===== src/rtl/ttw_pkg.sv =====
package ttw_pkg;
  localparam int unsigned DESC_W     = 64;
  localparam int unsigned OFF_SMALL  = 12;
  localparam int unsigned IDXW_SMALL = 9;
  localparam int unsigned OFF_LARGE  = 16;
  localparam int unsigned IDXW_LARGE = 13;
  localparam int unsigned IDXW_MAX   = IDXW_LARGE;
  localparam logic [1:0]  LVL_LAST   = 2'd3;

  typedef enum logic {
    GRAN_SMALL = 1'b0,
    GRAN_LARGE = 1'b1
  } gran_e;

  typedef enum logic [1:0] {
    ST_IDLE = 2'd0,
    ST_READ = 2'd1,
    ST_WAIT = 2'd2
  } walk_st_e;
endpackage


===== src/rtl/ttw_region.sv =====
module ttw_region
  import ttw_pkg::*;
#(
  parameter int unsigned AW = 48
) (
  input  logic [63:0]   va,
  input  logic          tag_en,
  input  logic [AW-1:0] base_lo,
  input  logic [AW-1:0] base_hi,
  input  logic [5:0]    size_lo,
  input  logic [5:0]    size_hi,
  input  logic          gran_lo,
  input  logic          gran_hi,
  output logic          gap,
  output logic [AW-1:0] eff_va,
  output logic [AW-1:0] base,
  output gran_e         gran,
  output logic [1:0]    start_lvl
);
  logic        sel_hi;
  logic [5:0]  width;
  logic [63:0] keep_mask;
  logic [63:0] chk_mask;

  always_comb begin
    sel_hi    = tag_en ? va[55] : va[63];
    width     = sel_hi ? size_hi : size_lo;
    gran      = gran_e'(sel_hi ? gran_hi : gran_lo);
    base      = sel_hi ? base_hi : base_lo;
    keep_mask = (64'd1 << width) - 64'd1;
    chk_mask  = ~keep_mask;
    if (tag_en) chk_mask[63:56] = 8'h00;
    gap       = sel_hi ? ((va & chk_mask) != chk_mask) : ((va & chk_mask) != 64'd0);
    eff_va    = va[AW-1:0] & keep_mask[AW-1:0];
  end

  // first level follows from how many index bits the width leaves above the page offset
  always_comb begin
    if (gran == GRAN_LARGE) begin
      if (width > 6'd42)      start_lvl = 2'd1;
      else if (width > 6'd29) start_lvl = 2'd2;
      else                    start_lvl = 2'd3;
    end else begin
      if (width > 6'd39)      start_lvl = 2'd0;
      else if (width > 6'd30) start_lvl = 2'd1;
      else if (width > 6'd21) start_lvl = 2'd2;
      else                    start_lvl = 2'd3;
    end
  end
endmodule


===== src/rtl/ttw_geom.sv =====
module ttw_geom
  import ttw_pkg::*;
#(
  parameter int unsigned AW = 48
) (
  input  gran_e         gran,
  input  logic [1:0]    lvl,
  input  logic [AW-1:0] va,
  input  logic [AW-1:0] table_base,
  input  logic [AW-1:0] desc_addr_field,
  output logic [AW-1:0] desc_addr,
  output logic [AW-1:0] next_table,
  output logic [AW-1:0] leaf_pa
);
  localparam int unsigned PAD_W = AW - IDXW_MAX - 3;

  logic [1:0]          steps;
  logic [6:0]          low_bit;
  logic [6:0]          off_bits;
  logic [6:0]          idx_bits;
  logic [IDXW_MAX-1:0] idx_mask;
  logic [IDXW_MAX-1:0] index;
  logic [AW-1:0]       off_mask;
  logic [AW-1:0]       blk_mask;

  always_comb begin
    steps = LVL_LAST - lvl;
    if (gran == GRAN_LARGE) begin
      off_bits = 7'(OFF_LARGE);
      idx_bits = 7'(IDXW_LARGE);
    end else begin
      off_bits = 7'(OFF_SMALL);
      idx_bits = 7'(IDXW_SMALL);
    end
    low_bit   = off_bits + idx_bits * {5'd0, steps};
    idx_mask  = IDXW_MAX'((1 << idx_bits) - 1);
    index     = IDXW_MAX'(va >> low_bit) & idx_mask;
    desc_addr = table_base + {{PAD_W{1'b0}}, index, 3'b000};
    off_mask  = (AW'(1) << off_bits) - AW'(1);
    next_table = desc_addr_field & ~off_mask;
    if (low_bit >= 7'(AW)) blk_mask = '1;
    else                   blk_mask = (AW'(1) << low_bit) - AW'(1);
    leaf_pa = (desc_addr_field & ~blk_mask) | (va & blk_mask);
  end
endmodule


===== src/rtl/ttw_walker.sv =====
module ttw_walker
  import ttw_pkg::*;
#(
  parameter int unsigned AW = 48
) (
  input  logic          clk,
  input  logic          rst_n,
  input  logic          req_valid,
  output logic          req_ready,
  input  logic [63:0]   req_va,
  input  logic          tag_en,
  input  logic [AW-1:0] base_lo,
  input  logic [AW-1:0] base_hi,
  input  logic [5:0]    size_lo,
  input  logic [5:0]    size_hi,
  input  logic          gran_lo,
  input  logic          gran_hi,
  output logic          mem_req_valid,
  output logic [AW-1:0] mem_req_addr,
  input  logic          mem_rsp_valid,
  input  logic [63:0]   mem_rsp_data,
  output logic          done_valid,
  output logic          done_fault,
  output logic          done_gap,
  output logic [1:0]    done_level,
  output logic [AW-1:0] done_pa,
  output logic [11:0]   done_upper,
  output logic [9:0]    done_lower
);
  walk_st_e      st_q, st_d;
  logic [AW-1:0] va_q, va_d;
  gran_e         gran_q, gran_d;
  logic [1:0]    lvl_q, lvl_d;
  logic [AW-1:0] tbl_q, tbl_d;
  logic          walk_en;

  logic          fin;
  logic          f_fault, f_gap;
  logic [1:0]    f_lvl;
  logic [AW-1:0] f_pa;
  logic [11:0]   f_up;
  logic [9:0]    f_lo;

  logic          rg_gap;
  logic [AW-1:0] rg_eff, rg_base;
  gran_e         rg_gran;
  logic [1:0]    rg_start;
  logic [AW-1:0] g_addr, g_next, g_leaf;

  logic          done_valid_q, done_fault_q, done_gap_q;
  logic [1:0]    done_level_q;
  logic [AW-1:0] done_pa_q;
  logic [11:0]   done_upper_q;
  logic [9:0]    done_lower_q;

  logic          unused_rsv;
  assign unused_rsv = ^mem_rsp_data[DESC_W-13:AW];

  ttw_region #(.AW(AW)) u_region (
    .va        (req_va),
    .tag_en    (tag_en),
    .base_lo   (base_lo),
    .base_hi   (base_hi),
    .size_lo   (size_lo),
    .size_hi   (size_hi),
    .gran_lo   (gran_lo),
    .gran_hi   (gran_hi),
    .gap       (rg_gap),
    .eff_va    (rg_eff),
    .base      (rg_base),
    .gran      (rg_gran),
    .start_lvl (rg_start)
  );

  ttw_geom #(.AW(AW)) u_geom (
    .gran            (gran_q),
    .lvl             (lvl_q),
    .va              (va_q),
    .table_base      (tbl_q),
    .desc_addr_field (mem_rsp_data[AW-1:0]),
    .desc_addr       (g_addr),
    .next_table      (g_next),
    .leaf_pa         (g_leaf)
  );

  always_comb begin
    st_d    = st_q;
    va_d    = va_q;
    gran_d  = gran_q;
    lvl_d   = lvl_q;
    tbl_d   = tbl_q;
    walk_en = 1'b0;
    fin     = 1'b0;
    f_fault = 1'b0;
    f_gap   = 1'b0;
    f_lvl   = lvl_q;
    f_pa    = '0;
    f_up    = '0;
    f_lo    = '0;
    unique case (st_q)
      ST_IDLE: begin
        if (req_valid) begin
          if (rg_gap) begin
            fin     = 1'b1;
            f_fault = 1'b1;
            f_gap   = 1'b1;
            f_lvl   = 2'd0;
          end else begin
            walk_en = 1'b1;
            va_d    = rg_eff;
            gran_d  = rg_gran;
            lvl_d   = rg_start;
            tbl_d   = rg_base;
            st_d    = ST_READ;
          end
        end
      end
      ST_READ: st_d = ST_WAIT;
      ST_WAIT: begin
        if (mem_rsp_valid) begin
          if (!mem_rsp_data[0]) begin
            fin     = 1'b1;
            f_fault = 1'b1;
            st_d    = ST_IDLE;
          end else if ((lvl_q != LVL_LAST) && mem_rsp_data[1]) begin
            walk_en = 1'b1;
            tbl_d   = g_next;
            lvl_d   = lvl_q + 2'd1;
            st_d    = ST_READ;
          end else if ((lvl_q == LVL_LAST) && !mem_rsp_data[1]) begin
            fin     = 1'b1;
            f_fault = 1'b1;
            st_d    = ST_IDLE;
          end else begin
            fin  = 1'b1;
            f_pa = g_leaf;
            f_up = mem_rsp_data[DESC_W-1:DESC_W-12];
            f_lo = mem_rsp_data[11:2];
            st_d = ST_IDLE;
          end
        end
      end
      default: st_d = ST_IDLE;
    endcase
  end

  always_ff @(posedge clk or negedge rst_n) begin
    if (!rst_n) begin
      st_q         <= ST_IDLE;
      done_valid_q <= 1'b0;
    end else begin
      st_q         <= st_d;
      done_valid_q <= fin;
    end
  end

  always_ff @(posedge clk or negedge rst_n) begin
    if (!rst_n) begin
      va_q   <= '0;
      gran_q <= GRAN_SMALL;
      lvl_q  <= 2'd0;
      tbl_q  <= '0;
    end else if (walk_en) begin
      va_q   <= va_d;
      gran_q <= gran_d;
      lvl_q  <= lvl_d;
      tbl_q  <= tbl_d;
    end
  end

  always_ff @(posedge clk or negedge rst_n) begin
    if (!rst_n) begin
      done_fault_q <= 1'b0;
      done_gap_q   <= 1'b0;
      done_level_q <= 2'd0;
      done_pa_q    <= '0;
      done_upper_q <= '0;
      done_lower_q <= '0;
    end else if (fin) begin
      done_fault_q <= f_fault;
      done_gap_q   <= f_gap;
      done_level_q <= f_lvl;
      done_pa_q    <= f_pa;
      done_upper_q <= f_up;
      done_lower_q <= f_lo;
    end
  end

  assign req_ready     = (st_q == ST_IDLE);
  assign mem_req_valid = (st_q == ST_READ);
  assign mem_req_addr  = g_addr;
  assign done_valid    = done_valid_q;
  assign done_fault    = done_fault_q;
  assign done_gap      = done_gap_q;
  assign done_level    = done_level_q;
  assign done_pa       = done_pa_q;
  assign done_upper    = done_upper_q;
  assign done_lower    = done_lower_q;
endmodule


===== config.mk =====
export PLATFORM = sky130hd
export DESIGN_NAME = ttw_walker
export DESIGN_NICKNAME = d
export VERILOG_FILES = /design/src/rtl/ttw_pkg.sv /design/src/rtl/ttw_region.sv /design/src/rtl/ttw_geom.sv /design/src/rtl/ttw_walker.sv
export SDC_FILE = /design/constraint.sdc
export NUM_CORES = 1
export LEC_CHECK = 0
export ABC_AREA = 0
export BUFFER_PORTS_ARGS = -buffer_cell sky130_fd_sc_hd__buf_2
export CAP_MARGIN = 25
export CORE_ASPECT_RATIO = 1.25
export CORE_MARGIN = 1.5
export CORE_UTILIZATION = 23
export DETAILED_ROUTE_END_ITERATION = 6
export GPL_TIMING_DRIVEN = 1
export HOLD_SLACK_MARGIN = 0.02
export PLACE_DENSITY_LB_ADDON = 0.25
export RECOVER_POWER = 25
export SYNTH_ARGS = -nofsm -noshare
export SYNTH_HDL_FRONTEND = slang
export SYNTH_SLANG_ARGS = --single-unit

===== constraint.sdc =====
create_clock -name clk -period 8 [get_ports clk]
set_input_delay 1.6 -clock clk [delete_from_list [all_inputs] [get_ports clk]]
set_output_delay 1.6 -clock clk [all_outputs]
set_load 0.01 [all_outputs]

==> flow_summary.rst, run 1 <==
.. list-table::
   :header-rows: 1

   * - Metric
     - Value
   * - Required time of the critical path
     - 6.40 ns
   * - Routability cong.
     - 0.955
   * - Crit path capture type
     - output port
   * - Total standard cell area after synthesis
     - 16800 µm²
   * - Cell type with the highest occurrence count on the critical path
     - sky130_fd_sc_hd__ha_1
   * - Setup-violating endpoint count in the final report
     - 0
   * - Basic-gate share of the synthesized area counting and, or, nand and nor cells
     - 21.1%
   * - Io pins
     - 368
   * - CTS clk-pin slew, worst paths
     - 0.08 ns
   * - Endpoint of the worst-slack reg-to-reg timing path
     - done_pa[38]$_DFFE_PN0P_
   * - Fraction of the cycle the final worst path needs
     - 95.5%
   * - Maximum vdd drop
     - 0.145 mV
   * - Width of the die
     - 245 µm
   * - Vias per Instance
     - 5.46
   * - Buffers added on ports
     - 363
   * - Adder and majority gate portion of the synthesized area
     - 1.95%
   * - Clock Tree Root
     - sky130_fd_sc_hd__clkbuf_16
   * - Pre-CTS WS
     - 0.448 ns
   * - Setup slack, reg-to-reg
     - 3.30 ns
   * - # fillers
     - 8000
   * - Critical Path AT
     - 6.04 ns
   * - Remaining routing DRC violations
     - 1
   * - Die footprint
     - 74700 µm²
   * - Skew-Pair Late Insertion Delay
     - 0.47 ns
   * - Average routed wire per standard cell
     - 26.1 µm
   * - Number of failing hold endpoints at the final stage
     - 0
   * - Total power consumption of the routed design
     - 2350 µW
   * - Layout-stage area growth over the synthesis result
     - 22.5%
   * - Pre-Repair DR Iteration Count
     - 7
   * - Initial Utilization
     - 23.3%
   * - Final WS setup
     - 0.364 ns
   * - Chip height
     - 305 µm
   * - Outcome
     - finished with violations
   * - Crit path buffers/inverters
     - 7
   * - XOR/XNOR share of the synthesized area
     - 4.17%
   * - # Max-Cap Violations
     - 3
   * - Leak
     - 0.00959 µW
   * - Cell row count
     - 110
   * - Synth Net Count
     - 2416
   * - Core region area
     - 72100 µm²
   * - Share of post-route cells with drive strength above 1
     - 23.6%
   * - Multi-input gate area in the final layout
     - 11600 µm²
   * - Min Tclk post-route
     - 7.64 ns
   * - Routed Wire Length
     - 89200 µm
   * - Critical path launch point
     - lvl_q[1]$_DFFE_PN0P_
   * - Clock sink count
     - 176
   * - Warning count from the yosys run
     - 0
   * - Dominant combinational cell family by area after synthesis
     - compound AO/OA/AOI/OAI gates
   * - Kind of critical path
     - flip-flop to output port
   * - Endpoint of the worst setup timing path
     - mem_req_addr[28]
   * - Netlist cell types
     - 93
   * - Number of gates on the worst path with buffers counted
     - 29
   * - DR iter-0 viols
     - 1553
   * - Compound-gate portion of the synthesized area
     - 27.8%
   * - Most common library cell in the layout ignoring fill and taps
     - sky130_fd_sc_hd__buf_2
   * - Largest area contributor in the netlist
     - sky130_fd_sc_hd__dfrtp_1
   * - CP delay by family, top
     - compound AO/OA/AOI/OAI gates
   * - Top flip-flop cell by instance count after synthesis
     - sky130_fd_sc_hd__dfrtp_1
   * - Number of max-slew violations in the final report
     - 180
   * - Gate count of the mapped netlist
     - 2148
   * - Violations in the final reports
     - DRC, capacitance limit, slew limit
   * - Worst reg2reg path startpoint
     - lvl_q[1]$_DFFE_PN0P_
   * - H-tree levels
     - 4
   * - Final setup skew
     - 0.0130 ns
   * - Hold WC Path Type
     - flip-flop to flip-flop
   * - Pwr dens
     - 114 nW/µm²
   * - Crit start category
     - flip-flop
   * - Antenna violations before repair
     - 7
   * - Average cell area after synthesis
     - 7.82 µm²
   * - Worst relative slew slack
     - -123%
   * - Post-synth ARST share
     - 100%
   * - Detail Placement HPWL
     - 70500 µm
   * - Share of Yosys cell area claimed by the top area cell type
     - 26.2%
   * - Slew at the pin closest to its max-slew limit
     - 3.34 ns
   * - Master of the slowest instance on the critical path
     - sky130_fd_sc_hd__mux4_2
   * - Maximum count of clock buffers along a single path
     - 2
   * - Mux contribution to synthesized area
     - 12.4%
   * - Max frequency
     - 131 MHz
   * - EDFF count, synth
     - 0
   * - Final #Nets
     - 2710
   * - Synthesis-stage register bit count
     - 176
   * - Largest net degree at the start of global routing
     - 86
   * - CTS hold repair buffers
     - 0
   * - CTS tree
     - built
   * - Critical Path Max Stage Delay
     - 0.51 ns
   * - All-layer global routing usage
     - 22.9%
   * - Number of CTS-inserted buffers
     - 17
   * - Maximum fanout count along the critical path
     - 9
   * - Antenna Violating Nets Remaining
     - 0
   * - Total via count after detailed routing
     - 18643
   * - Share of the yosys chip area belonging to registers
     - 26.2%
   * - Total congestion overflow
     - 0
   * - Most used cells in the layout excluding fill and tap cells
     - 361 x sky130_fd_sc_hd__buf_2, 279 x sky130_fd_sc_hd__nand2_1, 175 x sky130_fd_sc_hd__dfrtp_1, 154 x sky130_fd_sc_hd__o21ai_0, 147 x sky130_fd_sc_hd__nor2_1
   * - Worst Reg2Reg Path Length in Cells
     - 20
   * - Dominant cells by area after synthesis
     - sky130_fd_sc_hd__dfrtp_1 26%, sky130_fd_sc_hd__mux2i_1 7.0%, sky130_fd_sc_hd__nand2_1 6.3%
   * - Via count of the first global-routing pass
     - 18253
   * - Sequential cell area in the final layout
     - 4410 µm²
   * - Global-route wire length before repair
     - 126000 µm
[sequential cells by signal, summed over array words and instances, names as in the netlist]
register and cells:
done_lower 10, done_fault 1, done_valid 1, lvl_q 2, done_upper 12, done_pa 48, gran_q 1, done_level 2
done_gap 1, st_q 2, tbl_q 48, va_q 48
[routing by layer]
layer	wire length (µm)	share of wire, %	track usage [%]	vias to the layer above
met5	34	0.038	0	-
met4	4040	4.5	10.6	6
li1	-	-	-	8565
met2	45100	51	41.2	723
met3	4050	4.5	2.42	145
met1	36000	40	27.0	9204
[cells by family after synthesis]
| family | after synthesis |
|---|---|
| AND/OR/NAND/NOR | 746 |
| AO/OA/AOI/OAI | 689 |
| buffers and inverters | 247 |
| multiplexers | 184 |
| flip-flops | 176 |
| XOR/XNOR | 80 |
| adder cells (fa/ha/maj) | 25 |
| other | 1 |
[how the worst min path moves through the flow]
stage / start / endpoint / slack [ns] / cells after the start
2_1_floorplan: tbl_q[12]$_DFFE_PN0P_ / tbl_q[12]$_DFFE_PN0P_ / 0.46 / 1
3_3_place_gp: done_pa[17]$_DFFE_PN0P_ / done_pa[17]$_DFFE_PN0P_ / 0.47 / 1
3_5_place_dp: done_pa[20]$_DFFE_PN0P_ / done_pa[20]$_DFFE_PN0P_ / 0.47 / 1
4_1_cts: done_pa[20]$_DFFE_PN0P_ / done_pa[20]$_DFFE_PN0P_ / 0.49 / 1
5_1_grt: done_pa[2]$_DFFE_PN0P_ / done_pa[2]$_DFFE_PN0P_ / 0.51 / 1
6_report: done_pa[20]$_DFFE_PN0P_ / done_pa[20]$_DFFE_PN0P_ / 0.49 / 1
[per-stage QoR]
stage	instances	setup TNS (ns)	area, µm²	hold slack, ns	util [%]
global route	3411	-0.0468	20600	0.505	28.5
CTS	3399	-0.0103	20300	0.493	28.2
global placement	3366	0	19700	0.468	27.3
detailed placement	3367	0	19700	0.472	27.3
finish	3412	0	20600	0.487	28.5
floorplan	2148	0	16800	0.465	-
[cell usage after synthesis, types with 20 or more instances]
master / count
sky130_fd_sc_hd__o211ai_1: 27
sky130_fd_sc_hd__o21ai_0: 157
sky130_fd_sc_hd__and2_1: 22
sky130_fd_sc_hd__xnor2_1: 45
sky130_fd_sc_hd__nand2_1: 281
sky130_fd_sc_hd__a31oi_1: 50
sky130_fd_sc_hd__a211oi_1: 21
sky130_fd_sc_hd__mux2_1: 28
sky130_fd_sc_hd__o31ai_1: 37
sky130_fd_sc_hd__o2bb2ai_1: 49
sky130_fd_sc_hd__a22o_1: 25
sky130_fd_sc_hd__nor3_1: 47
sky130_fd_sc_hd__nand4_1: 21
sky130_fd_sc_hd__inv_1: 67
sky130_fd_sc_hd__nand2b_1: 26
sky130_fd_sc_hd__mux2_2: 21
sky130_fd_sc_hd__buf_2: 20
sky130_fd_sc_hd__ha_1: 23
sky130_fd_sc_hd__dfrtp_1: 176
sky130_fd_sc_hd__o22ai_1: 30
sky130_fd_sc_hd__nand3_1: 80
sky130_fd_sc_hd__xor2_1: 35
sky130_fd_sc_hd__mux2i_1: 118
sky130_fd_sc_hd__clkbuf_1: 116
sky130_fd_sc_hd__nor2_1: 150
sky130_fd_sc_hd__nor2b_1: 25
sky130_fd_sc_hd__a21oi_1: 132
[report_power, final]
| group | leakage, µW | switching, µW | internal, µW |
|---|---|---|---|
| sequential | 0.00238 | 0.107 | 889 |
| combinational | 0.00692 | 378 | 187 |
| clock | 0.000293 | 412 | 483 |
| total | 0.00959 | 790 | 1560 |
[worst register-to-register path, stage by stage (launching register included)]
cell and delay (ns):
sky130_fd_sc_hd__dfrtp_2 0.36, sky130_fd_sc_hd__inv_1 0.05, sky130_fd_sc_hd__nand2_1 0.08, sky130_fd_sc_hd__inv_1 0.04, sky130_fd_sc_hd__ha_1 0.18, sky130_fd_sc_hd__ha_1 0.28, sky130_fd_sc_hd__ha_1 0.32, sky130_fd_sc_hd__buf_4 0.18
sky130_fd_sc_hd__or2_2 0.34, sky130_fd_sc_hd__a2111oi_2 0.31, sky130_fd_sc_hd__buf_4 0.26, sky130_fd_sc_hd__nand3_1 0.11, sky130_fd_sc_hd__ha_1 0.33, sky130_fd_sc_hd__o2111ai_1 0.17, sky130_fd_sc_hd__buf_4 0.20, sky130_fd_sc_hd__nor3b_1 0.07
sky130_fd_sc_hd__and3b_1 0.32, sky130_fd_sc_hd__nor2b_1 0.19, sky130_fd_sc_hd__o311ai_0 0.48, sky130_fd_sc_hd__mux2i_1 0.25, sky130_fd_sc_hd__o2bb2ai_1 0.07
[area by class of cell]
class / count / share of cell area (%)
Clock buffer: 19 / 2.20
Sequential cell: 176 / 21.4
Tap cell: 952 / 5.79
Antenna cell: 5 / 0.0608
Timing Repair Buffer: 453 / 12.4
Multi-Input combinational cell: 1726 / 56.2
Inverter: 68 / 1.24
Clock inverter: 13 / 0.723
[timing repair]
action / in CTS / in global routing
cloned: 0 / 2
pin swaps: 0 / 13
resized for setup: 6 / 38
buffers inserted: 0 / 5
setup endpoints to repair: 26 / 32
(Power assumes the default switching activity.)
==> run 2, diff against run 1 <==
--- a/config.mk
+++ b/config.mk
@@ -8,6 +8,8 @@
 export ABC_AREA = 0
 export BUFFER_PORTS_ARGS = -buffer_cell sky130_fd_sc_hd__buf_2
 export CAP_MARGIN = 25
+export CELL_PAD_IN_SITES_DETAIL_PLACEMENT = 1
+export CELL_PAD_IN_SITES_GLOBAL_PLACEMENT = 1
 export CORE_ASPECT_RATIO = 1.25
 export CORE_MARGIN = 1.5
 export CORE_UTILIZATION = 23
==> run 2 against run 1 <==
Net effect:
- the flow finishes with violations (capacitance limit, slew limit)
- flip-flop and latch count unchanged
- fmax decreased by 0.42%
- worst hold slack got worse by 0.00097 ns
- final cell count decreased by 0.23%
- clock skew increased by 0.0013 ns
- core utilization decreased by 0.13 points
- final area decreased by 0.46%
- sequential share of layout area increased by 0.099 points
==> flow_summary.rst, run 2 (synthesis results as in run 1) <==
.. list-table::
   :header-rows: 1

   * - Metric
     - Value
   * - Outcome
     - finished with violations
   * - Violations in the final reports
     - capacitance limit, slew limit
   * - Largest net degree at the start of global routing
     - 86 (unchanged)
   * - Final setup skew
     - 0.0142 ns (+0.00128 ns)
   * - CP delay by family, top
     - compound AO/OA/AOI/OAI gates
   * - Average routed wire per standard cell
     - 27.5 µm (+5.0%)
   * - Number of max-slew violations in the final report
     - 118 (-34%)
   * - Clock sink count
     - 176 (unchanged)
   * - Total via count after detailed routing
     - 19133 (+2.6%)
   * - Final #Nets
     - 2704 (-0.22%)
   * - Clock Tree Root
     - sky130_fd_sc_hd__clkbuf_16
   * - All-layer global routing usage
     - 24.4% (+1.5 points)
   * - Number of CTS-inserted buffers
     - 17 (unchanged)
   * - CTS clk-pin slew, worst paths
     - 0.08 ns (about the same)
   * - Crit start category
     - flip-flop
   * - Detail Placement HPWL
     - 74200 µm (+5.3%)
   * - Via count of the first global-routing pass
     - 19573 (+7.2%)
   * - CTS tree
     - built
   * - Die footprint
     - 74700 µm² (unchanged)
   * - Layout-stage area growth over the synthesis result
     - 21.9%
   * - Worst relative slew slack
     - -226% (-100 points)
   * - DR iter-0 viols
     - 1440 (-7.3%)
   * - Required time of the critical path
     - 6.40 ns (about the same)
   * - Max frequency
     - 130 MHz (-0.42%)
   * - Post-route cell area
     - 20500 µm² (-0.46%)
   * - Antenna Violating Nets Remaining
     - 0 (unchanged)
   * - Fraction of the cycle the final worst path needs
     - 95.9% (+0.40 points)
   * - Skew-Pair Late Insertion Delay
     - 0.47 ns (about the same)
   * - Buffers added on ports
     - 363 (unchanged)
   * - Placement-stage cell area
     - 19700 µm² (-0.22%)
   * - Maximum fanout count along the critical path
     - 7 (-2)
   * - Most common library cell in the layout ignoring fill and taps
     - sky130_fd_sc_hd__buf_2
   * - Most used cells in the layout excluding fill and tap cells
     - 360 x sky130_fd_sc_hd__buf_2, 279 x sky130_fd_sc_hd__nand2_1, 175 x sky130_fd_sc_hd__dfrtp_1, 153 x sky130_fd_sc_hd__o21ai_0, 148 x sky130_fd_sc_hd__nor2_1
   * - Number of failing hold endpoints at the final stage
     - 0 (unchanged)
   * - Crit path capture type
     - output port
   * - Cell row count
     - 110 (unchanged)
   * - Setup-violating endpoint count in the final report
     - 0 (unchanged)
   * - Maximum count of clock buffers along a single path
     - 2 (unchanged)
   * - Worst min-delay path startpoint
     - done_pa[17]$_DFFE_PN0P_
   * - Antenna violations before repair
     - 5 (-2)
   * - Initial Utilization
     - 23.3% (unchanged)
   * - Slew at the pin closest to its max-slew limit
     - 4.89 ns (+1.54 ns)
   * - Share of post-route cells with drive strength above 1
     - 23.3% (-0.27 points)
   * - Global-route wire length before repair
     - 136000 µm (+7.3%)
   * - Vias per Instance
     - 5.62 (+2.9%)
   * - Chip height
     - 305 µm (unchanged)
   * - Total congestion overflow
     - 0 (unchanged)
   * - Maximum vdd drop
     - 0.107 mV (-26%)
   * - Crit path buffers/inverters
     - 7 (unchanged)
   * - Hold WC Path Type
     - flip-flop to flip-flop
   * - Leak
     - 0.00945 µW (-1.4%)
   * - Total power consumption of the routed design
     - 2300 µW (-2.2%)
   * - Width of the die
     - 245 µm (unchanged)
   * - H-tree levels
     - 4 (unchanged)
   * - Core region area
     - 72100 µm² (unchanged)
   * - Routed Wire Length
     - 93500 µm (+4.8%)
   * - Pre-Repair DR Iteration Count
     - 5 (-2)
   * - Routability cong.
     - 0.978 (+2.4%)
   * - # Max-Cap Violations
     - 2 (-1)
   * - Pwr dens
     - 112 nW/µm² (-1.8%)
   * - Master of the slowest instance on the critical path
     - sky130_fd_sc_hd__mux4_2
   * - Critical Path AT
     - 6.07 ns (+0.03 ns)
   * - Io pins
     - 368 (unchanged)
   * - Worst reg2reg path startpoint
     - lvl_q[1]$_DFFE_PN0P_
   * - Remaining routing DRC violations
     - 0 (-1)
   * - Critical Path Max Stage Delay
     - 0.51 ns (about the same)
   * - Min Tclk post-route
     - 7.67 ns (+0.0322 ns)
   * - Kind of critical path
     - flip-flop to output port
   * - Critical path launch point
     - lvl_q[1]$_DFFE_PN0P_
[run 2: cell types whose count changed in the layout (fill, tap and decap cells not counted), sizes merged]
cell / delta
buf: -5
clkinv: +3
bufinv: -2
clkbuf: -2
diode: -2
clkdlybuf4s25: -1
clkinvlp: +1
[run 2: repair_timing]
action	4_1_cts	5_1_grt
endpoints found under the setup margin	32	33
buffers inserted	0	5
resized for setup	18	27
endpoints found under the hold margin	0	0
gates cloned	1	1
pin swaps	3	13
hold buffers	0	0
[run 2: layout make-up]
type / instances / area, µm²
repair buffers: 447 / 2500
well taps: 952 / 1190
diodes: 3 / 7.51
inverters: 68 / 255
clock buffers: 17 / 425
fillers: 8786 / 51600
clock inverters: 15 / 149
multi-input cells: 1726 / 11500
flip-flops and latches: 176 / 4410
[run 2: metal layers]
| metal | track usage, % | share of wire [%] | up-vias |
|---|---|---|---|
| li1 | - | - | 8551 |
| met2 | 42.8 | 50 | 716 |
| met1 | 29.2 | 40 | 9682 |
| met4 | 12.5 | 5.4 | 2 |
| met5 | 0 | 0.011 | - |
| met3 | 2.60 | 4.5 | 182 |
[run 2: metrics by stage]
stage                     setup TNS (ns)  std cells  utilization (%)  setup slack [ns]  hold WS, ns
after floorplan                        0       2148                -            0.0254        0.465
after global placement                 0       3361             27.3             0.206        0.466
after detailed placement               0       3362             27.3            0.0918        0.469
after CTS                              0       3395             28.2            0.0189        0.490
after global routing             -0.0550       3403             28.4           -0.0332        0.508
final                                  0       3404             28.4             0.332        0.486
[run 2: worst paths after layout]
path	endpoint	slack (ns)	cells after the start
max	mem_req_addr[34]	0.33	29
max reg2reg	done_pa[38]$_DFFE_PN0P_	3.05	12
max in group asynchronous	tbl_q[40]$_DFFE_PN0P_	1.69	2
min in group asynchronous	done_upper[6]$_DFFE_PN0P_	2.86	1
min reg2reg	done_pa[17]$_DFFE_PN0P_	0.49	1
min	done_pa[17]$_DFFE_PN0P_	0.49	1
[run 2: where the power goes]
part	switching, µW	internal [µW]	total [µW]
sequential	0.150	889	889
combinational	384	185	568
clock	427	413	840
